File: src/rtl/sdiv_pkg.sv
package sdiv_pkg;

   // control pair handed from source routing to the counter and launch stage
   typedef struct packed {
      logic run;      // counter allowed to advance
      logic swallow;  // freeze the counter for this cycle
   } sdiv_ctl_t;

   // number of input cycles in one output period for a ratio code
   function automatic int unsigned ratio_period(input int unsigned code);
      return 32'd1 << code;
   endfunction

endpackage

File: src/rtl/sdiv_trig_sync.sv
module sdiv_trig_sync #(
   parameter int STAGES = 2
) (
   input  logic clk,
   input  logic rst_n,
   input  logic d,
   output logic q
);
   logic [STAGES-1:0] chain_q;

   generate
      for (genvar s = 0; s < STAGES; s++) begin : g_stage
         if (s == 0) begin : g_first
            always_ff @(posedge clk or negedge rst_n) begin
               if (!rst_n) chain_q[s] <= 1'b0;
               else        chain_q[s] <= d;
            end
         end else begin : g_next
            always_ff @(posedge clk or negedge rst_n) begin
               if (!rst_n) chain_q[s] <= 1'b0;
               else        chain_q[s] <= chain_q[s-1];
            end
         end
      end
   endgenerate

   assign q = chain_q[STAGES-1];
endmodule

File: src/rtl/sdiv_trig_route.sv
module sdiv_trig_route
   import sdiv_pkg::*;
#(
   parameter int SYNC_STAGES = 2
) (
   input  logic      clk,
   input  logic      rst_n,
   input  logic      trig,
   input  logic      ext_sync_en,
   input  logic      ext_slip_en,
   input  logic      sync_bit,
   input  logic      slip_bit,
   input  logic      ratio_ok,
   output sdiv_ctl_t ctl,
   output logic      conflict
);
   logic trig_s;
   logic sync_src;
   logic slip_src;
   logic slip_prev_q;
   logic swallow_q;

   sdiv_trig_sync #(.STAGES(SYNC_STAGES)) u_sync (
      .clk   (clk),
      .rst_n (rst_n),
      .d     (trig),
      .q     (trig_s)
   );

   // sync wins the pin when both enables are set
   assign conflict = ext_sync_en & ext_slip_en;
   assign sync_src = ext_sync_en ? trig_s : sync_bit;
   assign slip_src = (ext_slip_en & ~ext_sync_en) ? trig_s : slip_bit;

   always_ff @(posedge clk or negedge rst_n) begin
      if (!rst_n) begin
         slip_prev_q <= 1'b0;
         swallow_q   <= 1'b0;
      end else begin
         slip_prev_q <= slip_src;
         swallow_q   <= slip_src & ~slip_prev_q;
      end
   end

   always_comb begin
      ctl.run     = sync_src & ratio_ok;
      ctl.swallow = swallow_q;
   end
endmodule

File: src/rtl/sdiv_core.sv
module sdiv_core #(
   parameter int LOG2_MAX = 5,
   parameter int CODE_W   = 3
) (
   input  logic                clk,
   input  logic                rst_n,
   input  logic                run,
   input  logic                swallow,
   input  logic [CODE_W-1:0]   ratio,
   output logic [LOG2_MAX-1:0] cnt,
   output logic                phase_bit
);
   localparam int CNT_W = LOG2_MAX;

   logic [CNT_W-1:0] cnt_q;
   logic [CNT_W-1:0] wrap_mask;
   logic [CNT_W-1:0] cnt_nxt;
   logic [CNT_W-1:0] tap_sel;

   // one mask bit and one tap select per counter bit
   generate
      for (genvar i = 0; i < CNT_W; i++) begin : g_bit
         assign wrap_mask[i] = (i < int'(ratio));
         assign tap_sel[i]   = (int'(ratio) == i + 1);
      end
   endgenerate

   assign cnt_nxt   = (cnt_q + 1'b1) & wrap_mask;
   assign phase_bit = |(cnt_q & tap_sel);
   assign cnt       = cnt_q;

   always_ff @(posedge clk or negedge rst_n) begin
      if (!rst_n)        cnt_q <= '0;
      else if (!run)     cnt_q <= '0;
      else if (!swallow) cnt_q <= cnt_nxt;
   end
endmodule

File: src/rtl/sdiv_launch.sv
module sdiv_launch (
   input  logic clk,
   input  logic rst_n,
   input  logic phase_bit,
   input  logic bypass,
   input  logic run,
   input  logic swallow,
   input  logic launch_late,
   output logic div_out
);
   logic late_q;
   logic early_q;
   logic gate_q;

   always_ff @(posedge clk or negedge rst_n) begin
      if (!rst_n) late_q <= 1'b0;
      else        late_q <= phase_bit;
   end

   // falling-edge copies: early launch and glitch-free bypass gate
   always_ff @(negedge clk or negedge rst_n) begin
      if (!rst_n) begin
         early_q <= 1'b0;
         gate_q  <= 1'b0;
      end else begin
         early_q <= phase_bit;
         gate_q  <= run & ~swallow;
      end
   end

   always_comb begin
      if (bypass)           div_out = clk & gate_q;
      else if (launch_late) div_out = late_q;
      else                  div_out = early_q;
   end
endmodule

File: src/rtl/phase_align_divider.sv
module phase_align_divider
   import sdiv_pkg::*;
#(
   parameter int LOG2_MAX    = 5,
   parameter int CODE_W      = 3,
   parameter int SYNC_STAGES = 2
) (
   input  logic              clk_i,
   input  logic              rst_ni,
   input  logic [CODE_W-1:0] ratio_i,
   input  logic              sync_bit_i,
   input  logic              slip_bit_i,
   input  logic              trig_i,
   input  logic              ext_sync_en_i,
   input  logic              ext_slip_en_i,
   input  logic              launch_late_i,
   output logic              div_o,
   output logic              cfg_err_o
);
   generate
      if ((1 << CODE_W) <= LOG2_MAX) begin : g_bad_code_w
         $error("CODE_W too narrow for LOG2_MAX");
      end
      if (SYNC_STAGES < 2) begin : g_bad_stages
         $error("SYNC_STAGES must be at least 2");
      end
      if (LOG2_MAX < 1) begin : g_bad_log2
         $error("LOG2_MAX must be at least 1");
      end
   endgenerate

   sdiv_ctl_t           ctl;
   logic                ratio_ok;
   logic                conflict;
   logic                run_w;
   logic                swallow_w;
   logic                phase_bit;
   logic [LOG2_MAX-1:0] cnt;

   assign ratio_ok  = int'(ratio_i) <= LOG2_MAX;
   assign run_w     = ctl.run;
   assign swallow_w = ctl.swallow;
   assign cfg_err_o = ~ratio_ok | conflict;

   sdiv_trig_route #(.SYNC_STAGES(SYNC_STAGES)) u_route (
      .clk         (clk_i),
      .rst_n       (rst_ni),
      .trig        (trig_i),
      .ext_sync_en (ext_sync_en_i),
      .ext_slip_en (ext_slip_en_i),
      .sync_bit    (sync_bit_i),
      .slip_bit    (slip_bit_i),
      .ratio_ok    (ratio_ok),
      .ctl         (ctl),
      .conflict    (conflict)
   );

   sdiv_core #(.LOG2_MAX(LOG2_MAX), .CODE_W(CODE_W)) u_core (
      .clk       (clk_i),
      .rst_n     (rst_ni),
      .run       (run_w),
      .swallow   (swallow_w),
      .ratio     (ratio_i),
      .cnt       (cnt),
      .phase_bit (phase_bit)
   );

   sdiv_launch u_launch (
      .clk         (clk_i),
      .rst_n       (rst_ni),
      .phase_bit   (phase_bit),
      .bypass      (ratio_i == '0),
      .run         (run_w),
      .swallow     (swallow_w),
      .launch_late (launch_late_i),
      .div_out     (div_o)
   );
endmodule

File: config.mk
export PLATFORM = sky130hd
export DESIGN_NAME = phase_align_divider
export DESIGN_NICKNAME = d
export VERILOG_FILES = /design/src/rtl/sdiv_pkg.sv /design/src/rtl/sdiv_trig_sync.sv /design/src/rtl/sdiv_trig_route.sv /design/src/rtl/sdiv_core.sv /design/src/rtl/sdiv_launch.sv /design/src/rtl/phase_align_divider.sv
export SDC_FILE = /design/constraint.sdc
export NUM_CORES = 1
export LEC_CHECK = 0
export BUFFER_PORTS_ARGS = -buffer_cell sky130_fd_sc_hd__buf_2
export CORE_AREA = 3 3 40 42
export DETAILED_ROUTE_END_ITERATION = 7
export DIE_AREA = 0 0 43 45
export MAX_ROUTING_LAYER = met4
export PLACE_DENSITY = 0.8
export SKIP_CTS_REPAIR_TIMING = 1
export SYNTH_ARGS = -nofsm -noshare
export SYNTH_HDL_FRONTEND = slang
export SYNTH_SLANG_ARGS = --single-unit
File: constraint.sdc
create_clock -name clk_i -period 2.3 [get_ports clk_i]
set_input_delay 0.46 -clock clk_i [delete_from_list [all_inputs] [get_ports clk_i]]
set_output_delay 0.46 -clock clk_i [all_outputs]
set_load 0.05 [all_outputs]
After elaboration in Yosys (flattened, before gate mapping)
Cells that the tools add are included.
{"block": "word_totals", "word_cells": 42, "out_inout_bits": 2, "reg_bits": 12}
{"block": "classes", "eq_ne": 6, "reduce_logical": 2, "bitwise": 13, "add_sub_neg": 1, "order_cmp": 6, "muxes": 6}
{"op": "3-bit == test, second input constant", "n": 4}
{"op": "5-bit AND", "n": 2}
{"op": "5-bit 2-to-1 mux", "n": 2}
{"op": "1-bit AND", "n": 6}
{"op": "1-bit by 3-bit less-than comparator with 1-bit output, first input constant", "n": 2}
{"op": "2-bit by 3-bit less-than comparator with 1-bit output, first input constant", "n": 2}
{"op": "5-bit by 1-bit adder with 5-bit output, second input constant", "n": 1}
{"op": "5-bit OR reduction", "n": 1}
{"op": "1-bit 2-to-1 mux", "n": 4}
{"op": "1-bit NOT", "n": 4}
{"op": "3-bit by 2-bit == test with 1-bit output, second input constant", "n": 1}
{"op": "3-bit less-or-equal comparator, second input constant", "n": 1}
{"op": "3-bit logical NOT", "n": 1}
{"op": "3-bit less-than comparator, first input constant", "n": 1}
{"op": "2-bit != test, second input constant", "n": 1}
{"op": "1-bit bitwise OR", "n": 1}

Longest topological paths before layout
{"block": "depth", "depth_word": 4, "ltp_mapped": 4, "depth_no_buf": 4}

Hierarchy
From an unflattened synthesis, not the netlist that was laid out.
{"block": "unflattened", "cells_unflattened": 62, "area_unflattened_um2": 648.1}
{"mod": "sdiv_core", "n_inst": 1, "area_each_um2": 347.8, "cells_per_inst": 39}
{"mod": "sdiv_trig_route", "n_inst": 1, "area_each_um2": 127.6, "cells_per_inst": 11}
{"mod": "sdiv_launch", "n_inst": 1, "area_each_um2": 101.3, "cells_per_inst": 7}
{"mod": "sdiv_trig_sync", "n_inst": 1, "area_each_um2": 50.0, "cells_per_inst": 2}
{"mod": "phase_align_divider", "n_inst": 1, "area_each_um2": 21.3, "cells_per_inst": 3}

==> metrics.csv <==
stage,metric,value,unit
worst_setup_path,crit path max fanout,1,
worst_setup_path,WS Path Type,flip-flop to output pin,
floorplanning,# IOs,13,
global_routing,Tot GR Track Use,18.0,%
sta,final setup margin,-0.502,ns
clock_network,clk slew on worst S/H paths,0.08,ns
pwr,net load switching power,0.146,mW
synth,Post-Syn Instances,59,
synth,mapped cell area,612,um2
drt,Via density,5.27,
cells_and_area,Sequential Area,300,um2
place,I/O Buffers,12,
cells_and_area,number of diodes,0,
drt,WL/cell,12.5,um
drt,DR iter-0 viols,15,
global_routing,antenna violations before repair,0,
place,Area after DPL,772,um2
floorplanning,core footprint,0.00128,mm2
worst_setup_path,startpoint types,flip-flop,
pwr,P_int,0.420,mW
drt,# DRC,0,
pwr,logic gate share of total power,13.3,%
sta,final setup TNS,-0.502,ns
sta,RSZ-0062 raised after global routing,yes,
global_routing,largest net degree at the start of global routing,13,
synth,Mapped Nets,71,
worst_setup_path,crit path capture type,output pin,
place,pre-CTS setup slack,-0.154,ns
synth,syn_area_per_cell,10.4,um2
floorplanning,Die W,43,um
synth,Netlist cell types,28,
worst_setup_path,crit path DAT,2.34,ns
sta,"Hold Vio Cnt, Final",0,
cells_and_area,final instance area,851,um2
sta,setup violators final,3,
drt,1st-pass router iterations,4,
min_path,Hold Path Class,input pin to flip-flop,
pwr,pwr/cell area,665,mW/mm2
clock_network,TritonCTS clock tree,done,
clock_network,clk_lat worst skew,0.40,ns
pwr,Flop pwr share,40.8,%
global_routing,grt ovf,0,
floorplanning,FP Rows,13,
cells_and_area,area of the multi-input gates,322,um2
pwr,Sw Share,25.7,%
floorplanning,Die ar.,0.00194,mm2
drt,DRT Wirelength,1.28,mm
drt,Routed Antenna Nets,0,
pwr,clock share of power,45.8,%
pwr,total leakage power,0.418,nW
run,max cap viols,0,
cells_and_area,share of cells above drive strength 1,43.2,%
cells_and_area,fillcell total,94,
synth,warnings from Yosys,0,
floorplanning,die extent in y,45,um
floorplanning,Initial Util,47.6,%
cells_and_area,final net count,101,
sta,worst slew pin tran,0.333,ns
sta,Worst slew margin,77.8,%
pwr,Max VDD drop,363,uV
synth,"Seq/Total Area, Yosys",49.1,%
place,post-DP HPWL,955,um
synth,register bit total from synthesis,12,
global_routing,global-route wire length before repair,2.31,mm
cells_and_area,Area growth syn-to-layout,39.1,%
sta,hold_ws,0.177,ns
sta,clk_skew,0.0184,ns
run_status,status,"complete, but fails checks",
sta,Max Slew Vio Count,0,
global_routing,vias in the first global route,587,
worst_setup_path,CP required,1.84,ns
run_status,violated checks,negative setup slack,
place,GPL Wtd Cong,0.835,
drt,number of vias in the routed layout,543,
## sequential cells by signal, summed over array words and instances, names as in the netlist
signal and cells:
u_route.u_sync.q 1, u_core.cnt 5, u_launch.early_q 1, u_route.swallow_q 1, u_launch.late_q 1, u_route.u_sync.chain_q 1, u_launch.gate_q 1, u_route.slip_prev_q 1
## path summary, 6_finish.rpt
check / end / startpoint / depth (start not counted) / slack [ns]
min in group asynchronous: u_route.u_sync.chain_q[0] / rst_ni / 2 / 0.49
max in group asynchronous: u_launch.gate_q / rst_ni / 2 / 0.54
worst max register to register: u_launch.early_q / u_core.cnt[4] / 4 / 0.19
worst min register to register: u_route.u_sync.q / u_route.u_sync.chain_q[0] / 0 / 0.37
worst min-delay path: u_route.u_sync.chain_q[0] / trig_i / 1 / 0.18
worst max-delay path: div_o / u_launch.early_q / 3 / -0.50
## layout by cell type, fill, tap and decap left out
cell | synthesis | layout
buf_2 | 1 | 11
buf_4 | 0 | 10
dfrtp_1 | 10 | 10
nand2_1 | 7 | 7
clkbuf_4 | 0 | 6
nor2_1 | 5 | 5
nand3_1 | 5 | 5
a21oi_1 | 4 | 4
nor2b_1 | 3 | 3
mux2_4 | 2 | 2
dfrtn_1 | 2 | 2
mux2i_1 | 2 | 1
nor2b_2 | 1 | 1
a221oi_1 | 1 | 1
nor3_2 | 1 | 1
mux2i_2 | 0 | 1
o21ai_4 | 0 | 1
nand2b_1 | 1 | 1
mux2_1 | 1 | 1
or3_1 | 1 | 1
o21a_2 | 1 | 1
and2_1 | 1 | 1
o21ai_2 | 1 | 1
and2b_1 | 1 | 1
o211ai_1 | 1 | 1
nand3_2 | 1 | 1
a22oi_1 | 1 | 1
nand4b_1 | 1 | 1
xor2_1 | 1 | 1
o21ai_1 | 1 | 1
ha_1 | 1 | 1
clkbuf_8 | 0 | 1
dlygate4sd3_1 | 0 | 1
buf_6 | 0 | 1
## routing by layer
layer	wire, um	vias to the layer above	GRT usage [%]
li1	-	268	-
met2	632	17	25.4
met3	61	4	7.97
met5	0	-	-
met4	27	0	18.7
met1	562	254	17.8
## kinds of logic after synthesis
kind of cell	synth area share, %
AND/OR/NAND/NOR	25.0
flip-flops	49.1
AO/OA/AOI/OAI	11.7
multiplexers	10.0
XOR/XNOR	1.43
buffers and inverters	0.817
adder cells (fa/ha/maj)	2.04
## synth_stat cells, drive strengths merged
| cell type | n | area (um2) |
|---|---|---|
| nand2b | 1 | 6.26 |
| o21a | 1 | 8.76 |
| a21oi | 4 | 20.0 |
| or3 | 1 | 6.26 |
| a22oi | 1 | 7.51 |
| nand3 | 6 | 35.0 |
| nor2 | 5 | 18.8 |
| o211ai | 1 | 7.51 |
| o21ai | 3 | 18.8 |
| ha | 1 | 12.5 |
| nand2 | 7 | 26.3 |
| and2b | 1 | 7.51 |
| dfrtp | 10 | 250 |
| nand4b | 1 | 8.76 |
| nor3 | 1 | 10.0 |
| nor2b | 4 | 27.5 |
| a221oi | 1 | 8.76 |
| mux2 | 3 | 41.3 |
| mux2i | 2 | 20.0 |
| dfrtn | 2 | 50.1 |
| xor2 | 1 | 8.76 |
| buf | 1 | 5.00 |
| and2 | 1 | 6.26 |
## cell type report
class,instances,share of cell area (%)
flip-flops and latches,12,35.3
well taps,15,2.21
clock buffers,8,8.24
repair buffers,22,16.5
multi-input cells,46,37.8
## power by group through the flow
| stage | Combinational, mW | Sequential [mW] | Clock [mW] |
|---|---|---|---|
| after detailed placement | 0.0733 | 0.235 | 0.0129 |
| final | 0.0754 | 0.231 | 0.259 |
| after global placement | 0.0718 | 0.234 | 0.0129 |
| after CTS | 0.0737 | 0.230 | 0.267 |
| after global routing | 0.0837 | 0.232 | 0.283 |
| after floorplan | 0.0370 | 0.231 | 0.0114 |
## metrics by stage
step                cells  utilization [%]  power, mW
detailed placement     95             60.1      0.321
finish                103             66.2      0.565
floorplan              59                -      0.279
CTS                   102             64.7      0.571
global placement       95             60.1      0.319
global route          103             66.2      0.600
## worst max-delay path, stage by stage, from the launching register on
cell     delay [ns]
dfrtn_1        0.40
mux2i_2        0.09
o21ai_4        0.13
buf_6          0.17
(Power assumes the default switching activity.)
